==> src/rtl/rss_pkg.sv <==
package rss_pkg;
  localparam int RS_W       = 4;
  localparam int RS_NORMAL  = 0;
  localparam int RS_EXCEPT  = 1;
  localparam int RS_STOPPED = 2;
  localparam int RS_HALTED  = 3;

  function automatic logic [RS_W-1:0] rs_oh(input int idx);
    logic [RS_W-1:0] v;
    v = '0;
    v[idx] = 1'b1;
    return v;
  endfunction

  // Priority: reset, halted lock, double fault, handler start, wake, exception, stop.
  function automatic logic [RS_W-1:0] rs_next(
    input logic [RS_W-1:0] cur,
    input logic            rst_req,
    input logic            fault,
    input logic            exc_req,
    input logic            wake,
    input logic            stop_req,
    input logic            hstart
  );
    logic [RS_W-1:0] n;
    n = cur;
    if (rst_req) begin
      n = rs_oh(RS_EXCEPT);
    end else if (cur[RS_HALTED]) begin
      n = cur;
    end else if (cur[RS_EXCEPT]) begin
      if (fault)       n = rs_oh(RS_HALTED);
      else if (hstart) n = rs_oh(RS_NORMAL);
    end else if (cur[RS_STOPPED]) begin
      if (wake) n = rs_oh(RS_EXCEPT);
    end else if (cur[RS_NORMAL]) begin
      if (exc_req)       n = rs_oh(RS_EXCEPT);
      else if (stop_req) n = rs_oh(RS_STOPPED);
    end else begin
      n = rs_oh(RS_EXCEPT);
    end
    return n;
  endfunction

  function automatic logic rs_bus_ok(input logic [RS_W-1:0] cur);
    return !(cur[RS_STOPPED] || cur[RS_HALTED]);
  endfunction
endpackage

==> src/rtl/rss_event_class.sv <==
module rss_event_class #(
  parameter int CP_W = 2
) (
  input  logic            int_ack,
  input  logic            trace,
  input  logic            trap,
  input  logic            bus_err,
  input  logic            addr_err,
  input  logic [CP_W-1:0] cp_exc,
  input  logic            stop,
  input  logic            hstart_in,
  input  logic            ext_reset,
  output logic            fault,
  output logic            exc_req,
  output logic            wake,
  output logic            stop_req,
  output logic            hstart,
  output logic            rst_req
);
  logic [CP_W:0] cp_chain;
  assign cp_chain[0] = 1'b0;
  for (genvar g = 0; g < CP_W; g++) begin : g_cp_or
    assign cp_chain[g+1] = cp_chain[g] | cp_exc[g];
  end

  assign fault    = bus_err | addr_err;
  assign exc_req  = int_ack | trace | trap | fault | cp_chain[CP_W];
  assign wake     = int_ack | trace;
  assign stop_req = stop;
  assign hstart   = hstart_in;
  assign rst_req  = ext_reset;
endmodule

==> src/rtl/rss_next_state.sv <==
module rss_next_state
  import rss_pkg::*;
(
  input  logic [RS_W-1:0] cur,
  input  logic            fault,
  input  logic            exc_req,
  input  logic            wake,
  input  logic            stop_req,
  input  logic            hstart,
  input  logic            rst_req,
  output logic [RS_W-1:0] nxt,
  output logic            nxt_halt
);
  always_comb begin
    nxt      = rs_next(cur, rst_req, fault, exc_req, wake, stop_req, hstart);
    nxt_halt = nxt[RS_HALTED];
  end
endmodule

==> src/rtl/rss_state_reg.sv <==
module rss_state_reg
  import rss_pkg::*;
(
  input  logic            clk,
  input  logic            rst_n,
  input  logic [RS_W-1:0] nxt,
  input  logic            nxt_halt,
  output logic [RS_W-1:0] state_q,
  output logic            halt_q
);
  always_ff @(posedge clk or negedge rst_n) begin
    if (!rst_n) begin
      state_q <= rs_oh(RS_EXCEPT);
      halt_q  <= 1'b0;
    end else begin
      state_q <= nxt;
      halt_q  <= nxt_halt;
    end
  end
endmodule

==> src/rtl/rss_run_state.sv <==
module rss_run_state
  import rss_pkg::*;
#(
  parameter int CP_W = 2
) (
  input  logic            clk,
  input  logic            rst_n,
  input  logic            ev_int_ack,
  input  logic            ev_trace,
  input  logic            ev_trap,
  input  logic            ev_bus_err,
  input  logic            ev_addr_err,
  input  logic [CP_W-1:0] ev_cp_exc,
  input  logic            ev_stop,
  input  logic            ev_handler_start,
  input  logic            ev_ext_reset,
  output logic [3:0]      run_state,
  output logic            bus_cycle_en,
  output logic            halt_flag
);
  logic            fault_w, exc_w, wake_w, stop_w, hstart_w, rst_w;
  logic [RS_W-1:0] nxt_w, state_w;
  logic            nxt_halt_w, halt_w;

  rss_event_class #(.CP_W(CP_W)) u_class (
    .int_ack   (ev_int_ack),
    .trace     (ev_trace),
    .trap      (ev_trap),
    .bus_err   (ev_bus_err),
    .addr_err  (ev_addr_err),
    .cp_exc    (ev_cp_exc),
    .stop      (ev_stop),
    .hstart_in (ev_handler_start),
    .ext_reset (ev_ext_reset),
    .fault     (fault_w),
    .exc_req   (exc_w),
    .wake      (wake_w),
    .stop_req  (stop_w),
    .hstart    (hstart_w),
    .rst_req   (rst_w)
  );

  rss_next_state u_next (
    .cur      (state_w),
    .fault    (fault_w),
    .exc_req  (exc_w),
    .wake     (wake_w),
    .stop_req (stop_w),
    .hstart   (hstart_w),
    .rst_req  (rst_w),
    .nxt      (nxt_w),
    .nxt_halt (nxt_halt_w)
  );

  rss_state_reg u_reg (
    .clk      (clk),
    .rst_n    (rst_n),
    .nxt      (nxt_w),
    .nxt_halt (nxt_halt_w),
    .state_q  (state_w),
    .halt_q   (halt_w)
  );

  assign run_state    = state_w;
  assign bus_cycle_en = rs_bus_ok(state_w);
  assign halt_flag    = halt_w;

  AST_RESET_TO_EXC: assert property (@(posedge clk) disable iff (!rst_n)
    ev_ext_reset |=> (run_state[RS_EXCEPT] && !halt_flag));
  AST_ONE_HOT: assert property (@(posedge clk) disable iff (!rst_n)
    $countones(run_state) == 1);
  AST_NORMAL_EXC: assert property (@(posedge clk) disable iff (!rst_n)
    (run_state[RS_NORMAL] && exc_w && !ev_ext_reset) |=> run_state[RS_EXCEPT]);
  AST_EXC_HOLD: assert property (@(posedge clk) disable iff (!rst_n)
    (run_state[RS_EXCEPT] && !ev_handler_start && !fault_w && !ev_ext_reset)
      |=> run_state[RS_EXCEPT]);
  AST_DOUBLE_FAULT: assert property (@(posedge clk) disable iff (!rst_n)
    (run_state[RS_EXCEPT] && fault_w && !ev_ext_reset) |=> halt_flag);
  AST_HALT_STICKY: assert property (@(posedge clk) disable iff (!rst_n)
    (run_state[RS_HALTED] && !ev_ext_reset) |=> run_state[RS_HALTED]);
  AST_STOP_ENTER: assert property (@(posedge clk) disable iff (!rst_n)
    (run_state[RS_NORMAL] && ev_stop && !exc_w && !ev_ext_reset)
      |=> run_state[RS_STOPPED]);
  AST_STOP_HOLD: assert property (@(posedge clk) disable iff (!rst_n)
    (run_state[RS_STOPPED] && !wake_w && !ev_ext_reset) |=> run_state[RS_STOPPED]);
  AST_NO_BUS_HALTED: assert property (@(posedge clk) disable iff (!rst_n)
    halt_flag |-> !bus_cycle_en);
  AST_HALT_FLAG: assert property (@(posedge clk) disable iff (!rst_n)
    run_state[RS_HALTED] |-> halt_flag);
endmodule

==> config.mk <==
export PLATFORM = sky130hd
export DESIGN_NAME = rss_run_state
export DESIGN_NICKNAME = d
export VERILOG_FILES = /design/src/rtl/rss_pkg.sv /design/src/rtl/rss_event_class.sv /design/src/rtl/rss_next_state.sv /design/src/rtl/rss_state_reg.sv /design/src/rtl/rss_run_state.sv
export SDC_FILE = /design/constraint.sdc
export NUM_CORES = 1
export LEC_CHECK = 0
export ABC_AREA = 1
export BUFFER_PORTS_ARGS = -buffer_cell sky130_fd_sc_hd__buf_2
export CAP_MARGIN = 20
export CORE_AREA = 2 2 39 41
export CTS_CLUSTER_DIAMETER = 30
export DETAILED_ROUTE_END_ITERATION = 12
export DIE_AREA = 0 0 41 43
export PLACE_DENSITY_LB_ADDON = 0.2
export SLEW_MARGIN = 15
export SYNTH_ARGS = -nofsm -noshare
export SYNTH_HDL_FRONTEND = slang
export SYNTH_HIERARCHICAL = 1
export SYNTH_SLANG_ARGS = --single-unit
==> constraint.sdc <==
create_clock -name clk -period 2.1 [get_ports clk]
set_input_delay 0.105 -clock clk [delete_from_list [all_inputs] [get_ports clk]]
set_output_delay 0.105 -clock clk [all_outputs]
set_load 0.1 [all_outputs]
* Word-level counts from Yosys, hierarchy flattened
Index checks and enable logic that the tools add are counted.
Cells by class: equal/unequal tests 3, reductions and logical operators 4, bitwise operators 6, muxes and demuxes 10
Operators by type and width (count):
- $mux 4 | 7
- $mux 3 | 3
- $ne 4x4->1 const B | 2
- $or 1x1->1 | 6
- $reduce_and 3->1 | 1
- $ne 2x2->1 const B | 1
- $reduce_and 2->1 | 1
- $logic_not 1->1 | 1
- $logic_or 1x1->1 | 1
Word-level totals: output and inout bits 6, logic and storage cells 27, register bits after elaboration 4, input bits 12

* Depth between registers and ports, before layout
Gate-level depths: netlist (run 1).
word-level depth 10, depth in mapped cells 9

* Hierarchy
Netlist (run 1), hierarchy kept.
Modules (own cells, without submodules):
- rss_next_state | times used 1, cells an instance 40, area each 181.4 µm², seq. area each 0.0 µm²
- rss_state_reg | times used 1, cells an instance 5, area each 126.4 µm², seq. area each 126.4 µm²
- rss_event_class | times used 1, cells an instance 15, area each 72.6 µm², seq. area each 0.0 µm²
- rss_run_state | times used 1, cells an instance 1, area each 3.8 µm², seq. area each 0.0 µm²

* Worst setup path before layout (run 1)
OpenSTA, ideal clock, no wires.
path kind reg2out, start point register u_reg.state_q[3], end point output bus_cycle_en, path buffers 0, path slack -183 ps, data arrival time 2178 ps, required time 1995 ps, stages on the path, launching flop included 2, path through dfrtp_1 > nor2_1
Between the ends: word-level cells in the longest chain between the ends 2
RTL lines:
- from (decl) | RTL line rss_state_reg.sv:8 | output logic [RS_W-1:0] state_q,
- from (signal assigned) | RTL line rss_state_reg.sv:13 | state_q <= rs_oh(RS_EXCEPT);
- from (signal assigned) | RTL line rss_state_reg.sv:16 | state_q <= nxt;
- $logic_or 1x1->1 | RTL line rss_pkg.sv:46 | return !(cur[RS_STOPPED] || cur[RS_HALTED]);
- $logic_not 1->1 | RTL line rss_pkg.sv:46
- to (decl) | RTL line rss_run_state.sv:18 | output logic bus_cycle_en,
Every way passes these cells.

* Worst setup path after layout (run 1)
start point register u_reg.state_q[1], end point output run_state[1]
RTL lines:
- to (decl) | RTL line rss_run_state.sv:17 | output logic [3:0] run_state,
No word-level cell between the ends.

==> results of run 1 <==
==> sequential cells by signal (all words and copies together), names as in the netlist <==
name           flops
u_reg/halt_q       1
u_reg/state_q      4
==> through the flow <==
step                power [mW]  hold slack (ps)  cell area [um^2]
floorplan               0.2406           -190.6             386.6
global placement        0.2657           -77.28             461.7
detailed placement      0.2638           -79.35             461.7
CTS                     0.3774            76.47             498.0
global route            0.3988            79.29             498.0
finish                  0.3698            87.16             498.0
==> cells in the final DEF (no fill, tap or decap), types with 2 or more instances in the layout <==
master and instances:
nor2_1 11, nand3_1 5, inv_1 11, inv_2 4
nand2_2 2, dfrtp_1 4, nand2_1 14, clkbuf_4 3
buf_2 17
==> worst max-delay path by stage <==
| stage | from | endpoint | slack (ps) | cells after the start |
|---|---|---|---|---|
| 2_1_floorplan | u_reg/state_q[3] | bus_cycle_en | 270 | 1 |
| 3_3_place_gp | u_reg/state_q[1] | run_state[1] | 1060 | 1 |
| 3_5_place_dp | u_reg/state_q[1] | run_state[1] | 1060 | 1 |
| 4_1_cts | u_reg/state_q[1] | run_state[1] | 800 | 1 |
| 5_1_grt | u_reg/state_q[3] | bus_cycle_en | 760 | 2 |
| 6_report | u_reg/state_q[1] | run_state[1] | 810 | 1 |
==> worst reg2reg max path, cell delays in order, from the launching register on <==
cell and delay [ps]:
dfstp_2 530, inv_1 70, nand2_4 80, inv_2 50, a211oi_2 190
==> kinds of logic (layout without fill, tap and decap cells) <==
kind of cell,after synthesis,after routing
AND/OR/NAND/NOR,34,34
AO/OA/AOI/OAI,3,3
flip-flops,5,5
buffers and inverters,19,37
==> report_power, final <==
part           internal, mW  total (mW)  switching (mW)
clock                0.0716       0.107          0.0353
sequential            0.107       0.115         0.00822
combinational        0.0314       0.148           0.116
total                 0.210       0.370           0.160
==> metal layers <==
layer / wire (um) / vias up
met5: 0 / -
met1: 335 / 165
met4: 0 / 0
met2: 361 / 12
li1: - / 210
met3: 45 / 0
==> what timing repair did <==
item,CTS,global route
endpoints found under the setup margin,0,0
hold endpoints to repair,5,0
hold buffers,1,0
resized for setup,0,0
==> layout make-up <==
class / count / area [um^2]
timing repair buffer: 18 / 95.09
inverter: 15 / 56.30
tap: 16 / 20.02
clock buffer: 4 / 26.28
multi-input combinational: 37 / 173.9
sequential: 5 / 126.4
fill: 160 / 885.9
==> run metrics, run 1 <==
Gate Count Post-Synth=61; Setup Fix Bufs, Post-CTS=0; hold path startpoint=ev_ext_reset; Critical R2R Capture=u_reg/state_q[3]; Main synth FF type=dfrtp_1; Max FO, Critical Path=3; routed vias/inst=4.074; Post-Synth Simple-Gate Area=38.11%; I/O Buffers=17; number of global-route vias before repair=378; Worst-path clk slew=40 ps; crit path kind=reg -> out; Routed WL=742 um; Async S/R FF share, synth=100.0%; startpoint types=flip-flop; count leader, synth=nand2_1; post-DR wirelength/cell=7.811 um; CTS Sinks=5; Overflow after GRT=0; Synth area leader=dfrtp_1; fin cells=95; CP cell instances=buf_2; met2 GRT Util=17.19%; reg2reg setup slack=1080 ps; total of max-cap violations=0; worst setup margin=811.4 ps; cell total after placement=90; yosys warns=6; largest family of logic cells by synthesized area=simple AND/OR/NAND/NOR gates; CP peak stage delay=530 ps; number of synthesized flops with an enable pin=0; Critical path buffers and inverters=1; nets=92; Inserted Diodes=0; initial core utilization=27.76%; Seq cells post-synth=5; Fin. Hold Viols=0; Synth Cell Area=384.1 um^2; CTS root buffer=clkbuf_4; Static Leakage=0.3194 nW; Final period util=61.36%; CTS max path bufs=2; CP required=2000 ps; grt peak-use layer=met2; Slew HR=68.00%; Syn Nets=73; GR Layer Usage met1=12.54%; Max Slew Vio Count=0; PwrDens=742.7 mW/mm^2; # IOs=18; die height=43 um; Worst Hold End=u_reg/halt_q; met3 usage=3.141%; layout cells sized above 1=37.97%; Synth top area share=26.06%; post-synthesis mux area share=0%; routability cong.=0.7235; worst skew pair latency=240 ps; Post-Synth Adder-Cell Area=0%; drt pass-1 iters=4; area growth from synthesis to layout=29.64%; critical-path cell with the highest stage delay=dfstp_2; Slew @ Worst Pin=483.3 ps; Place WS=1057 ps; antenna-violating nets left=0; drt initial violations=4; largest net degree at the start of global routing=7; Post-synth top cells=14 x nand2_1, 12 x nor2_1, 11 x inv_1, 5 x nand3_1; Final min period=1289 ps; first-pass GRT wire length=1.317 mm; Area contributors post-synth=dfrtp_1 26%, nand2_1 14%, nor2_1 12%, inv_1 11%, buf_4 7.8%; compound-gate portion of the synthesized area=6.515%; delay-heaviest family, CP=flip-flops; RSZ-0062 raised after global routing=false; reg2reg path depth=4; Final Core Density=35.99%; die footprint=0.001763 mm^2; sequential fraction of the synthesis area=32.90%; drt drc=0; post-DP HPWL=635.8 um; worst reg2reg path startpoint=u_reg/state_q[1]; peak supply drop=0.3919 mV; crit end category=primary output; Distinct cells, synth=13; num rows=14; Fmax=0.7760 GHz; CTS tree=yes; Post-Synth XOR/XNOR Area=0%; CP arrival=1180 ps; Vias=387; DIE WIDTH=41 um; TNS Setup=0 ps; worst hold path type=in -> reg; Max H-tree Level=1; initial antenna violation count=0; Tot GR Track Use=11.23%; TritonCTS Buffers=3; status=complete, no violations; syn avg cell area=6.297 um^2; Setup violations, final=0; Core Footprint=0.001384 mm^2; Hold Crit Depth=2; Setup Skew=1.363 ps
Note: power is estimated with default switching activity, not from simulation.
==> run 2, diff against run 1 <==
- clock period: 2.1 -> 1.17 ns (I/O delays scaled with it)
==> run 2 against run 1 <==
  * Total power increased by 99%
  * Via count rose by 1.8%
  * Highest routed layer is now met4
  * Final cell count is the same
  * Sequential power grew 96%
==> run metrics, run 2 (synthesis results as in run 1) <==
num rows=14; CP required=1110 ps; commonest non-fill, non-tap cell in the layout=nand2_1; Vias=394; startpoint types=flip-flop; DIE WIDTH=41 um; Overflow after GRT=0; Worst-path clk slew=40 ps; first-pass GRT wire length=1.380 mm; I/O Buffers=17; routed vias/inst=4.147; placed cell area=556.8 um^2; Slew HR=67.93%; Setup violations, final=0; Setup Skew=0.1101 ps; routability cong.=0.7919; internal power=0.4356 mW; largest net degree at the start of global routing=7; critical-path cell with the highest stage delay=dfrtp_4; number of flip-flops in the largest register=4; CTS tree=yes; peak supply drop=0.3297 mV; area growth from synthesis to layout=55.05%; CP cell instances=nor2_4 -> buf_12; drt pass-1 iters=4; Critical path buffers and inverters=1; antenna-violating nets left=0; TNS Setup=0 ps; CTS Sinks=5; CTS root buffer=clkbuf_4; design area=595.6 um^2; crit end category=primary output; initial core utilization=27.76%; Final period util=95.80%; drt initial violations=12; Fmax=0.8921 GHz; clock share of power=26.0%; status=complete, no violations; post-DP HPWL=645 um; registers with the most flip-flops=u_reg/state_q (4), u_reg/halt_q (1); Static Leakage=0.3386 nW; Tot GR Track Use=12.12%; drt drc=0; CP peak stage delay=510 ps; layout cells sized above 1=44.30%; Largest Register=u_reg/state_q; Fin. Hold Viols=0; Max Slew Vio Count=0; Routed WL=765 um; fill count=148; TritonCTS Buffers=3; Gate power share=43.5%; total of max-cap violations=0; post-DR wirelength/cell=8.053 um; most frequent cells in the layout=14 x nand2_1, 12 x buf_2, 10 x inv_1, 10 x nor2_1; Slew @ Worst Pin=484.4 ps; worst hold path type=in -> reg; RSZ-0062 raised after global routing=false; Final min period=1121 ps; reg2reg setup slack=100 ps; Psw=0.3007 mW; Inserted Diodes=0; Power Total=0.7363 mW; crit path kind=reg -> out; Max FO, Critical Path=4; initial antenna violation count=0; WHS=33.57 ps; Core Footprint=0.001384 mm^2; Max H-tree Level=1; Reg power frac=30.5%; # IOs=18; die height=43 um; CTS max path bufs=2; delay-heaviest family, CP=flip-flops; worst skew pair latency=230 ps; fin cells=95; Switching Fraction=40.84%; PwrDens=1236 mW/mm^2; Setup Fix Bufs, Post-CTS=0; CP arrival=1060 ps; nets=92; number of global-route vias before repair=362; cell total after placement=90; die footprint=0.001763 mm^2
## run 2: final cells by class
type | count | area [um^2] | share of cell area [%]
well taps | 16 | 20.02 | 3.361
multi-input cells | 37 | 181.4 | 30.46
inverters | 15 | 58.81 | 9.874
flip-flops and latches | 5 | 138.9 | 23.32
repair buffers | 18 | 170.2 | 28.57
clock buffers | 4 | 26.28 | 4.412
## run 2: worst reg2reg max path: cells and delay by family (launching register included)
kind / cells / cell delay, ps
buffers and inverters: 2 / 190
flip-flops: 1 / 510
AND/OR/NAND/NOR: 4 / 260
## run 2: through the flow
stage,util [%],setup slack [ps]
6_report,43.04,49.09
4_1_cts,42.86,42.50
3_3_place_gp,40.24,74.56
2_1_floorplan,-,-123.5
3_5_place_dp,40.24,71.45
5_1_grt,43.04,19.51
## run 2: power by group through the flow
| stage | Clock (mW) | Combinational [mW] | Sequential, mW |
|---|---|---|---|
| floorplan | 0 | 0.112 | 0.333 |
| global placement | 0 | 0.317 | 0.227 |
| detailed placement | 0 | 0.317 | 0.227 |
| CTS | 0.200 | 0.320 | 0.225 |
| global route | 0.207 | 0.342 | 0.228 |
| finish | 0.191 | 0.320 | 0.225 |
## run 2: repair_timing
item,4_1_cts,5_1_grt
gates resized for setup,0,1
hold buffers,1,0
endpoints found under the setup margin,0,2
endpoints found under the hold margin,5,0
## run 2: layer usage
layer / global-route usage (%) / vias to the layer above / part of all wire [%]
met5: 0 / - / 0
met4: 12.00 / 0 / 2.9
met3: 2.094 / 2 / 4.4
met2: 18.13 / 12 / 54
met1: 13.11 / 171 / 38
li1: - / 209 / -
## run 2: final timing paths
kind | to | start | cells after the start
max | bus_cycle_en | u_reg/state_q[3] | 2
min | u_reg/state_q[3] | ev_ext_reset | 2
max reg2reg | u_reg/state_q[0] | u_reg/state_q[3] | 6
min reg2reg | u_reg/state_q[1] | u_reg/state_q[1] | 2
max in group asynchronous | u_reg/state_q[1] | rst_n | 2
min in group asynchronous | u_reg/halt_q | rst_n | 2
